--- src/rtl/irq_edge_pkg.sv ---
package irq_edge_pkg;
   typedef enum logic {
      RD_CAUSE = 1'b0,
      RD_MASK  = 1'b1
   } rd_sel_e;

   localparam int unsigned MAX_SRC = 64;
endpackage

--- src/rtl/ieu_rise_detect.sv ---
module ieu_rise_detect #(
   parameter int unsigned W = 8
) (
   input  logic         clk,
   input  logic         rst_n,
   input  logic [W-1:0] status_i,
   output logic [W-1:0] prev_o,
   output logic [W-1:0] rise_o
);
   logic [W-1:0] prev_q;

   always_ff @(posedge clk or negedge rst_n) begin
      if (!rst_n) prev_q <= '0;
      else        prev_q <= status_i;
   end

   assign prev_o = prev_q;
   assign rise_o = status_i & ~prev_q;
endmodule

--- src/rtl/ieu_cause_bank.sv ---
module ieu_cause_bank #(
   parameter int unsigned W = 8
) (
   input  logic         clk,
   input  logic         rst_n,
   input  logic [W-1:0] set_i,
   input  logic         clr_en_i,
   input  logic [W-1:0] clr_i,
   output logic [W-1:0] cause_o
);
   for (genvar b = 0; b < W; b++) begin : g_bit
      logic bit_q;
      always_ff @(posedge clk or negedge rst_n) begin
         if (!rst_n)                   bit_q <= 1'b0;
         else if (set_i[b])            bit_q <= 1'b1;
         else if (clr_en_i && clr_i[b]) bit_q <= 1'b0;
      end
      assign cause_o[b] = bit_q;
   end
endmodule

--- src/rtl/ieu_irq_merge.sv ---
module ieu_irq_merge #(
   parameter int unsigned W       = 8,
   parameter bit          REG_OUT = 1'b0
) (
   input  logic         clk,
   input  logic         rst_n,
   input  logic [W-1:0] cause_i,
   input  logic [W-1:0] mask_i,
   output logic         irq_o
);
   logic any_pend;
   assign any_pend = |(cause_i & mask_i);

   if (REG_OUT) begin : g_reg
      logic irq_q;
      always_ff @(posedge clk or negedge rst_n) begin
         if (!rst_n) irq_q <= 1'b0;
         else        irq_q <= any_pend;
      end
      assign irq_o = irq_q;
   end else begin : g_comb
      assign irq_o = any_pend;
   end
endmodule

--- src/rtl/irq_edge_collect.sv ---
module irq_edge_collect #(
   parameter int unsigned NUM_SRC = 8,
   parameter bit          IRQ_REG = 1'b0
) (
   input  logic               clk,
   input  logic               rst_n,
   input  logic [NUM_SRC-1:0] status_i,
   input  logic               cause_wr,
   input  logic               mask_wr,
   input  logic [NUM_SRC-1:0] wr_data,
   input  logic               rd_sel,
   output logic [NUM_SRC-1:0] rd_data,
   output logic               irq_o
);
   import irq_edge_pkg::*;

   if (NUM_SRC < 1 || NUM_SRC > MAX_SRC) begin : g_bad_width
      $error("irq_edge_collect: NUM_SRC out of range");
   end

   logic [NUM_SRC-1:0] prev_q;
   logic [NUM_SRC-1:0] rise;
   logic [NUM_SRC-1:0] cause_q;
   logic [NUM_SRC-1:0] mask_q;

   ieu_rise_detect #(.W(NUM_SRC)) u_rise (
      .clk      (clk),
      .rst_n    (rst_n),
      .status_i (status_i),
      .prev_o   (prev_q),
      .rise_o   (rise)
   );

   ieu_cause_bank #(.W(NUM_SRC)) u_cause (
      .clk      (clk),
      .rst_n    (rst_n),
      .set_i    (rise),
      .clr_en_i (cause_wr),
      .clr_i    (wr_data),
      .cause_o  (cause_q)
   );

   always_ff @(posedge clk or negedge rst_n) begin
      if (!rst_n)       mask_q <= '0;
      else if (mask_wr) mask_q <= wr_data;
   end

   ieu_irq_merge #(.W(NUM_SRC), .REG_OUT(IRQ_REG)) u_merge (
      .clk     (clk),
      .rst_n   (rst_n),
      .cause_i (cause_q),
      .mask_i  (mask_q),
      .irq_o   (irq_o)
   );

   always_comb begin
      unique case (rd_sel_e'(rd_sel))
         RD_MASK:  rd_data = mask_q;
         default:  rd_data = cause_q;
      endcase
   end
endmodule

--- config.mk ---
export PLATFORM = sky130hd
export DESIGN_NAME = irq_edge_collect
export DESIGN_NICKNAME = d
export VERILOG_FILES = /design/src/rtl/irq_edge_pkg.sv /design/src/rtl/ieu_rise_detect.sv /design/src/rtl/ieu_cause_bank.sv /design/src/rtl/ieu_irq_merge.sv /design/src/rtl/irq_edge_collect.sv
export SDC_FILE = /design/constraint.sdc
export NUM_CORES = 1
export LEC_CHECK = 0
export ABC_AREA = 1
export ABC_CLOCK_PERIOD_IN_PS = 1200
export BUFFER_PORTS_ARGS = -buffer_cell sky130_fd_sc_hd__buf_2
export CAP_MARGIN = 10
export CORE_MARGIN = 2
export CORE_UTILIZATION = 51
export DETAILED_ROUTE_END_ITERATION = 8
export PLACE_DENSITY = 0.8
export SLEW_MARGIN = 20
export SYNTH_ARGS = -nofsm -noshare
export SYNTH_HDL_FRONTEND = slang
export SYNTH_HIERARCHICAL = 1
export SYNTH_SLANG_ARGS = --single-unit
--- constraint.sdc ---
create_clock -name clk -period 1.2 [get_ports clk]
set_input_delay 0.24 -clock clk [delete_from_list [all_inputs] [get_ports clk]]
set_output_delay 0.24 -clock clk [all_outputs]
set_load 0.02 [all_outputs]
==> results of run 1 <==
==> layer usage <==
layer | up-vias | track usage, % | share of wire [%]
li1 | 502 | - | -
met1 | 423 | 24.5 | 42
met2 | 31 | 34.8 | 51
met3 | 4 | 2.63 | 4.2
met4 | 0 | 10.8 | 2.3
met5 | - | 0 | 0
==> power groups by stage <==
stage,Combinational (mW),Sequential [mW],Clock (mW)
finish,0.488,0.928,0.338
global route,0.535,0.935,0.385
CTS,0.430,0.925,0.358
detailed placement,0.293,0.945,0
global placement,0.286,0.939,0
floorplan,0.240,0.924,0
==> worst max-delay path: stages, from the launching register on <==
cell	delay (ns)
dfrtp_1	0.44
nand2_1	0.08
nand2_1	0.06
nor2_1	0.08
nand2_1	0.07
buf_6	0.13
==> sequential cells by signal, summed over array words and instances (netlist names) <==
name and count:
u_cause/g_bit.bit_q 8, u_rise/prev_o 8, mask_q 8
==> kinds of logic after synthesis <==
logic type | after synthesis | share of synthesized area (%)
buffers and inverters | 29 | 13.7
AND/OR/NAND/NOR | 95 | 33.3
flip-flops | 24 | 53.0
==> what timing repair did <==
| action | 4_1_cts | 5_1_grt |
|---|---|---|
| hold buffers | 1 | 0 |
| endpoints found under the setup margin | 9 | 9 |
| setup buffers | 12 | 7 |
| pin swaps | 8 | 1 |
| resized for setup | 27 | 7 |
| hold endpoints to repair | 24 | 0 |
==> synth_stat cells <==
cell     count
buf_2        1
buf_4        8
buf_6        2
dfrtp_1     24
inv_1       16
inv_2        2
nand2_1     85
nor2_1       2
nor2_2       8
==> path summary, 6_finish.rpt <==
check                                        from                endpoint  slack (ns)  cells past startpoint
max                        u_cause/g_bit[6].bit_q                   irq_o       -0.21                      5
min                                   status_i[6]        u_rise/prev_o[6]        0.04                      1
max reg2reg                u_cause/g_bit[7].bit_q  u_cause/g_bit[7].bit_q        0.22                      5
min reg2reg                      u_rise/prev_o[2]  u_cause/g_bit[2].bit_q        0.50                      3
max in group asynchronous                   rst_n  u_cause/g_bit[7].bit_q        0.43                      2
min in group asynchronous                   rst_n        u_rise/prev_o[5]        0.42                      2
==> final cells by class <==
cell class                      count  area (µm²)  area share (%)
Timing Repair Buffer               49         373            24.7
Sequential cell                    24         601            39.8
Multi-Input combinational cell     95         409            27.1
Clock buffer                        3        22.5            1.49
Tap cell                           28        35.0            2.32
Inverter                           18        67.6            4.48
==> results.py, run 1 <==
metrics = {
    "outcome": {
        "status": "finished with violations",
        "violations": "setup timing",
    },
    "drt": {
        "via_count": 960,
        "drt_iter0_drc": 13,
        "drt_first_pass_iters": 4,
        "wl_per_cell_um": 11.0,
        "vias_per_cell": 4.42,
        "ant_nets": 0,
        "drt_wl_total_mm": 2.38,
        "route.detailed.drc": 0,
    },
    "synth": {
        "ys_top_cells_by_area": "dfrtp_1 53%, nand2_1 28%, buf_4 5.3%",
        "synth.top_cell.area_share_pct": 53.0,
        "synthesis.nets": 169,
        "synth_warnings": 6,
        "synth_cell_types": 9,
        "yosys.area.top_type": "dfrtp_1",
        "synth-seq-area-share_pct": 53.0,
        "synth_area_mm2": 0.00113,
        "synthCells": 148,
        "synth.avg_cell_area_um2": 7.65,
        "yosys_register_bits": 24,
    },
    "sta": {
        "worst_pin_slew_ns": 0.520,
        "setup_ws_ns": -0.205,
        "whs_ns": 0.0415,
        "period_share_pct": 117,
        "fmax_mhz": 712,
        "slew_headroom_pct": 65.3,
        "fin_setup_tns_ns": -1.18,
        "min_period_ns": 1.41,
        "rsz0062_at_grt": "true",
        "finalHoldViolCount": 0,
        "skew_ns": 0.000714,
        "slew_viol_final": 0,
        "setup_viol": 9,
    },
    "placement": {
        "hpwl_mm": 1.52,
        "dp.cells": 194,
        "gp_congestion": 0.826,
        "postPlaceCellArea_mm2": 0.00122,
        "place.port_buffers": 29,
        "place_ws_ns": 0.152,
    },
    "die": {
        "ios": 30,
        "coreArea_mm2": 0.00215,
        "rows": 17,
        "die_w_um": 51.1,
        "die_area_mm2": 0.00261,
        "start_util_pct": 52.7,
        "die_h_um": 51.1,
    },
    "global_routing": {
        "gr-total-overflow": 0,
        "grt_first_pass_wirelength_mm": 3.84,
        "antenna_found_initial": 0,
        "grt_max_degree": 25,
        "grt_usage_pct": 20.2,
        "first_global_vias": 917,
    },
    "hold_path": {
        "min_path_type": "in2reg",
    },
    "cts": {
        "clockBufferDepth": 2,
        "clock-root-buffer": "clkbuf_4",
        "cts_tree": "done",
        "clock_latency_ns": 0.31,
        "cts-buffers-inserted": 3,
        "htreeDepth": 1,
        "clock_sinks": 24,
        "path_clk_slew_ns": 0.12,
    },
    "layout": {
        "area_growth_pct": 33.1,
        "layout.cells.most_common": "nand2_1",
        "layout_common_cells": "76 x nand2_1, 24 x dfrtp_1, 20 x buf_2",
        "fill_cells": 164,
        "fin_util_pct": 70.2,
        "final_cells": 217,
        "drive_gt1_share_pct": 37.0,
        "nets": 212,
        "diodes": 0,
        "stdcell_area_mm2": 0.00151,
    },
    "setup_path": {
        "path_max_fanout": 3,
        "cp-start-kind": "register",
        "required_ns": 0.96,
        "path_class": "reg2out",
        "end_kind": "output port",
        "cp_data_arrival_time_ns": 1.17,
    },
    "power": {
        "power_mw": 1.75,
        "pwr-share-comb_pct": 27.8,
        "p_leak_nw": 0.881,
        "peakVddDrop_uv": 805,
        "swShare_pct": 29.1,
        "power.share.clock_pct": 19.3,
        "power_density_mw_per_mm2": 1160,
        "p_int_mw": 1.24,
        "seqPwrFrac_pct": 52.9,
        "p_switching_mw": 0.511,
    },
    "flow_run": {
        "max_cap_violations": 0,
    },
}
(Power assumes the default switching activity.)
==> run 2: changes to the inputs <==
--- a/config.mk
+++ b/config.mk
@@ -6,13 +6,13 @@
 export NUM_CORES = 1
 export LEC_CHECK = 0
 export ABC_AREA = 1
-export ABC_CLOCK_PERIOD_IN_PS = 1200
 export BUFFER_PORTS_ARGS = -buffer_cell sky130_fd_sc_hd__buf_2
 export CAP_MARGIN = 10
 export CORE_MARGIN = 2
 export CORE_UTILIZATION = 51
 export DETAILED_ROUTE_END_ITERATION = 8
 export PLACE_DENSITY = 0.8
+export REMOVE_ABC_BUFFERS = 1
 export SLEW_MARGIN = 20
 export SYNTH_ARGS = -nofsm -noshare
 export SYNTH_HDL_FRONTEND = slang
==> run 2 against run 1 <==
The flow still finishes with violations (setup timing). Global-route usage decreased by 0.64 points. Combinational power fell by 20%. Critical path depth stayed put. Count of clock-buffer cells in the layout grew 1. Clock skew hardly changed. Final cell count decreased by 6.5%. Core utilization decreased by 5.8 points. Critical path type unchanged. First-iteration DRC count up 62%. Via count decreased by 3.6%. Sequential power is essentially flat. Highest routed layer unchanged.
==> results.py, run 2 (synthesis results as in run 1) <==
metrics = {
    "outcome": {
        "status": "finished with violations",
        "violations": "setup timing",
    },
    "global_routing": {
        "gr-total-overflow": 0,
        "grt_max_degree": 25,
        "grt_first_pass_wirelength_mm": 3.77,
        "first_global_vias": 902,
        "grt_usage_pct": 19.6,
        "antenna_found_initial": 0,
    },
    "die": {
        "start_util_pct": 52.7,
        "die_area_mm2": 0.00261,
        "die_h_um": 51.1,
        "coreArea_mm2": 0.00215,
        "die_w_um": 51.1,
        "rows": 17,
        "ios": 30,
    },
    "setup_path": {
        "reg2regPathDepth": 3,
        "cp-start-kind": "register",
        "path_class": "reg2out",
        "reg2reg_slack_ns": 0.44,
        "r2r_start": "mask_q[6]",
        "r2r-end": "mask_q[6]",
        "path_max_fanout": 3,
        "required_ns": 0.96,
        "end_kind": "output port",
        "cp_data_arrival_time_ns": 1.19,
    },
    "sta": {
        "worst_pin_slew_ns": 0.528,
        "skew_ns": 0.000424,
        "setup_viol": 9,
        "rsz0062_at_grt": "true",
        "slew_headroom_pct": 64.8,
        "finalHoldViolCount": 0,
        "period_share_pct": 119,
        "whs_ns": 0.0202,
        "min_period_ns": 1.43,
        "fmax_mhz": 697,
        "slew_viol_final": 0,
        "setup_ws_ns": -0.234,
    },
    "hold_path": {
        "whs_path_depth": 1,
        "min_from": "status_i[2]",
        "hold_end": "u_rise/prev_o[2]",
        "min_path_type": "in2reg",
    },
    "layout": {
        "drive_gt1_share_pct": 29.7,
        "layout.cells.most_common": "nand2_1",
        "multi_input_area_um2": 394,
        "nets": 197,
        "area_growth_pct": 22.1,
        "seq_area_um2": 601,
        "diodes": 0,
        "fin_util_pct": 64.4,
        "layout_common_cells": "81 x nand2_1, 24 x dfrtp_1, 20 x buf_2",
        "fill_cells": 186,
    },
    "power": {
        "p_leak_nw": 0.808,
        "power_density_mw_per_mm2": 1270,
        "peakVddDrop_uv": 815,
    },
    "drt": {
        "ant_nets": 0,
        "drt_first_pass_iters": 4,
        "via_count": 925,
        "drt_wl_total_mm": 2.23,
        "vias_per_cell": 4.56,
        "route.detailed.drc": 0,
        "drt_iter0_drc": 21,
        "wl_per_cell_um": 11.0,
    },
    "cts": {
        "htreeDepth": 1,
        "path_clk_slew_ns": 0.14,
        "clock-root-buffer": "clkbuf_4",
        "clock_latency_ns": 0.32,
        "clock_sinks": 24,
        "cts_tree": "done",
        "cts-buffers-inserted": 3,
        "clockBufferDepth": 2,
    },
    "placement": {
        "place.port_buffers": 29,
        "gp_congestion": 0.810,
        "place_ws_ns": 0.145,
        "hpwl_mm": 1.47,
    },
    "flow_run": {
        "max_cap_violations": 0,
    },
}
-- run 2: cell type report --
class / instances / area share, %
inverters: 18 / 4.89
flip-flops and latches: 24 / 43.4
multi-input cells: 95 / 28.5
repair buffers: 34 / 18.0
well taps: 28 / 2.53
clock buffers: 4 / 2.62
-- run 2: how the worst max path moves through the flow --
| stage | start | cells past startpoint | slack, ns | endpoint |
|---|---|---|---|---|
| 2_1_floorplan | u_cause/g_bit[1].bit_q | 4 | 0.26 | irq_o |
| 3_3_place_gp | u_cause/g_bit[3].bit_q | 5 | 0.15 | irq_o |
| 3_5_place_dp | u_cause/g_bit[3].bit_q | 5 | 0.14 | irq_o |
| 4_1_cts | u_cause/g_bit[2].bit_q | 5 | -0.23 | irq_o |
| 5_1_grt | u_cause/g_bit[2].bit_q | 5 | -0.31 | irq_o |
| 6_report | u_cause/g_bit[2].bit_q | 5 | -0.23 | irq_o |
-- run 2: power breakdown --
group / internal, mW / leakage (nW) / total (mW) / switching [mW]
logic: 0.175 / 0.507 / 0.388 / 0.213
clock network: 0.186 / 0.0210 / 0.435 / 0.249
registers: 0.877 / 0.281 / 0.929 / 0.0518
-- run 2: repair_timing --
action                                 CTS  global route
setup buffers                            3             1
gates resized for setup                 17             9
endpoints found under the hold margin   24             0
setup endpoints to repair                9             9
pin swaps                               14             8
hold buffers                             1             0
-- run 2: worst max-delay path: stages (launching register included) --
cell	delay [ns]
dfrtp_1	0.44
nand2_1	0.09
nand2_1	0.06
nor2_2	0.08
nand2_1	0.07
buf_6	0.13
-- run 2: stage by stage --
stage	TNS [ns]	power, mW	instance area (µm²)	std cells
finish	-0.845	1.75	1380	203
global route	-1.28	1.84	1380	203
CTS	-0.859	1.73	1350	202
detailed placement	0	1.24	1220	194
global placement	0	1.23	1220	194
floorplan	0	1.11	1040	137
-- run 2: per-layer routing --
layer  track usage (%)  part of all wire, %  routed length, µm
met1              24.8                   43                960
met2              32.3                   51               1140
met3              3.51                  4.0                 90
met4              9.46                  1.6                 36
met5                 0                    0                  0
==> run 3: changes to the inputs <==
--- a/config.mk
+++ b/config.mk
@@ -8,10 +8,12 @@
 export ABC_AREA = 1
 export BUFFER_PORTS_ARGS = -buffer_cell sky130_fd_sc_hd__buf_2
 export CAP_MARGIN = 10
+export CELL_PAD_IN_SITES_DETAIL_PLACEMENT = 2
+export CELL_PAD_IN_SITES_GLOBAL_PLACEMENT = 2
 export CORE_MARGIN = 2
-export CORE_UTILIZATION = 51
+export CORE_UTILIZATION = 28
 export DETAILED_ROUTE_END_ITERATION = 8
-export PLACE_DENSITY = 0.8
+export PLACE_DENSITY = 0.78
 export REMOVE_ABC_BUFFERS = 1
 export SLEW_MARGIN = 20
 export SYNTH_ARGS = -nofsm -noshare
==> constraint.sdc (replaced) <==
create_clock -name clk -period 1.4 [get_ports clk]
set_input_delay 0.28 -clock clk [delete_from_list [all_inputs] [get_ports clk]]
set_output_delay 0.28 -clock clk [all_outputs]
set_load 0.02 [all_outputs]
==> run 3 against run 2 <==
The flow finishes with violations (hold timing). Critical path depth unchanged. Global-route usage decreased by 5.0 points. Final area decreased by 2.1%. Clock power decreased by 7.1%. Count of clock-buffer cells in the layout decreased by 1. Sequential cell count unchanged. Sequential power decreased by 14%. Routed wire length increased by 32%. Via count increased by 6.1%. Register-to-register slack improved by 0.20 ns. Core utilization decreased by 30 points. Critical endpoint unchanged. Largest power group unchanged.
==> results.py, run 3 (synthesis results as in run 1) <==
metrics = {
    "cts": {
        "cts_tree": "done",
        "hold_buffers": 0,
        "clock-root-buffer": "clkbuf_8",
        "path_clk_slew_ns": 0.08,
        "htreeDepth": 1,
        "cts-buffers-inserted": 3,
        "clock_latency_ns": 0.26,
        "clockBufferDepth": 2,
        "clock_sinks": 24,
    },
    "drt": {
        "ant_nets": 0,
        "via_count": 981,
        "drt_first_pass_iters": 3,
        "drt_iter0_drc": 18,
        "route.detailed.drc": 0,
        "wl_per_cell_um": 13.1,
        "drt_wl_total_mm": 2.95,
        "vias_per_cell": 4.36,
    },
    "setup_path": {
        "r2r_start": "u_cause/g_bit[1].bit_q",
        "cp_common_cell": "nand2_1",
        "end_kind": "output port",
        "crit_start": "u_cause/g_bit[2].bit_q",
        "crit_path_max_incr_delay_ns": 0.41,
        "cp_data_arrival_time_ns": 1.11,
        "critical_path_buf_inv_count": 1,
        "crit_chain": "nand2_1, nand2_1, nor2_1, nand2_1, buf_6",
        "path_class": "reg2out",
        "crit_family": "flip-flops",
        "cp-start-kind": "register",
        "required_ns": 1.12,
        "path_max_fanout": 3,
        "cp_slowest_cell": "dfrtp_1",
    },
    "sta": {
        "min_period_ns": 1.39,
        "whs_ns": -0.00159,
        "slew_viol_final": 0,
        "period_share_pct": 99.2,
        "finalHoldViolCount": 1,
        "fmax_mhz": 720,
        "setup_viol": 0,
        "rsz0062_at_grt": "true",
        "slew_headroom_pct": 62.6,
        "skew_ns": 0.00113,
        "fin_setup_tns_ns": 0,
        "worst_pin_slew_ns": 0.561,
    },
    "die": {
        "coreArea_mm2": 0.00394,
        "die_h_um": 67.6,
        "ios": 30,
        "start_util_pct": 28.7,
        "rows": 23,
        "die_area_mm2": 0.00457,
        "die_w_um": 67.6,
    },
    "outcome": {
        "violations": "hold timing",
        "status": "finished with violations",
    },
    "placement": {
        "dp.cells": 216,
        "hpwl_mm": 2.18,
        "gp_congestion": 0.712,
        "place.port_buffers": 29,
    },
    "layout": {
        "layout_common_cells": "84 x nand2_1, 27 x buf_2, 24 x dfrtp_1",
        "final_cells": 225,
        "nets": 198,
        "drive_gt1_share_pct": 28.0,
        "fin_util_pct": 34.3,
        "area_growth_pct": 19.6,
        "layout.cells.most_common": "nand2_1",
        "diodes": 0,
        "fill_cells": 475,
    },
    "power": {
        "p_leak_nw": 0.792,
        "peakVddDrop_uv": 346,
        "power_mw": 1.51,
        "power_density_mw_per_mm2": 1110,
    },
    "global_routing": {
        "antenna_found_initial": 0,
        "grt_max_degree": 25,
        "grt_first_pass_wirelength_mm": 4.89,
        "gr-total-overflow": 0,
        "first_global_vias": 1067,
        "grt_usage_pct": 14.6,
    },
    "flow_run": {
        "max_cap_violations": 0,
    },
    "hold_path": {
        "min_path_type": "in2async",
    },
}
## run 3: changes by cell type in the layout (fill, tap and decap cells not counted)
cell and change:
buf_2 +7, dlygate4sd3_1 -1, nand2_1 +3, nor2_2 -1, nand2_2 -2, clkbuf_8 +2
buf_6 -9, buf_4 +4, nand2_4 -1, clkbuf_4 -3, nor2_1 +1
## run 3: worst register-to-register path, cell delays in order (launching register included)
cell     delay, ns
dfrtp_1       0.41
buf_4         0.14
nand2_1       0.06
nand2_1       0.05
## run 3: final cells by class
class	count	area [µm²]	share of cell area, %
inverter	18	67.6	4.99
clock buffer	3	41.3	3.05
tap	50	62.6	4.62
multi-input combinational	95	379	28.0
timing repair buffer	35	203	15.0
sequential	24	601	44.4
## run 3: power by group
group	internal, mW	total, mW	switching, mW
registers	0.751	0.795	0.0434
clock network	0.192	0.404	0.211
logic	0.124	0.308	0.184
total	1.07	1.51	0.438
## run 3: timing repair
| action | CTS | global route |
|---|---|---|
| buffers inserted | 4 | 2 |
| setup endpoints to repair | 1 | 2 |
| resized for setup | 2 | 3 |
| cloned | 0 | 0 |
## run 3: metal layers
layer,vias up,track usage [%],wire length (µm)
met5,-,0,0
met4,0,5.36,35
met3,4,1.67,64
met2,14,27.1,1660
met1,491,17.0,1190
li1,472,-,-
## run 3: path summary, 6_finish.rpt
kind	slack, ns	end	cells after the start
setup / recovery	0.01	irq_o	5
hold / removal	-0.002	u_rise/prev_o[5]	1
setup reg to reg	0.64	u_cause/g_bit[1].bit_q	3
hold reg to reg	0.50	u_cause/g_bit[3].bit_q	3
max in group asynchronous	1.03	u_rise/prev_o[4]	1
min in group clk	0.13	u_rise/prev_o[1]	1
## run 3: through the flow
stage	cell area [µm²]	setup slack [ns]
3_5_place_dp	1250	0.194
4_1_cts	1330	0.00442
6_report	1350	0.0111
3_3_place_gp	1250	0.235
5_1_grt	1350	-0.0695
2_1_floorplan	1040	0.423
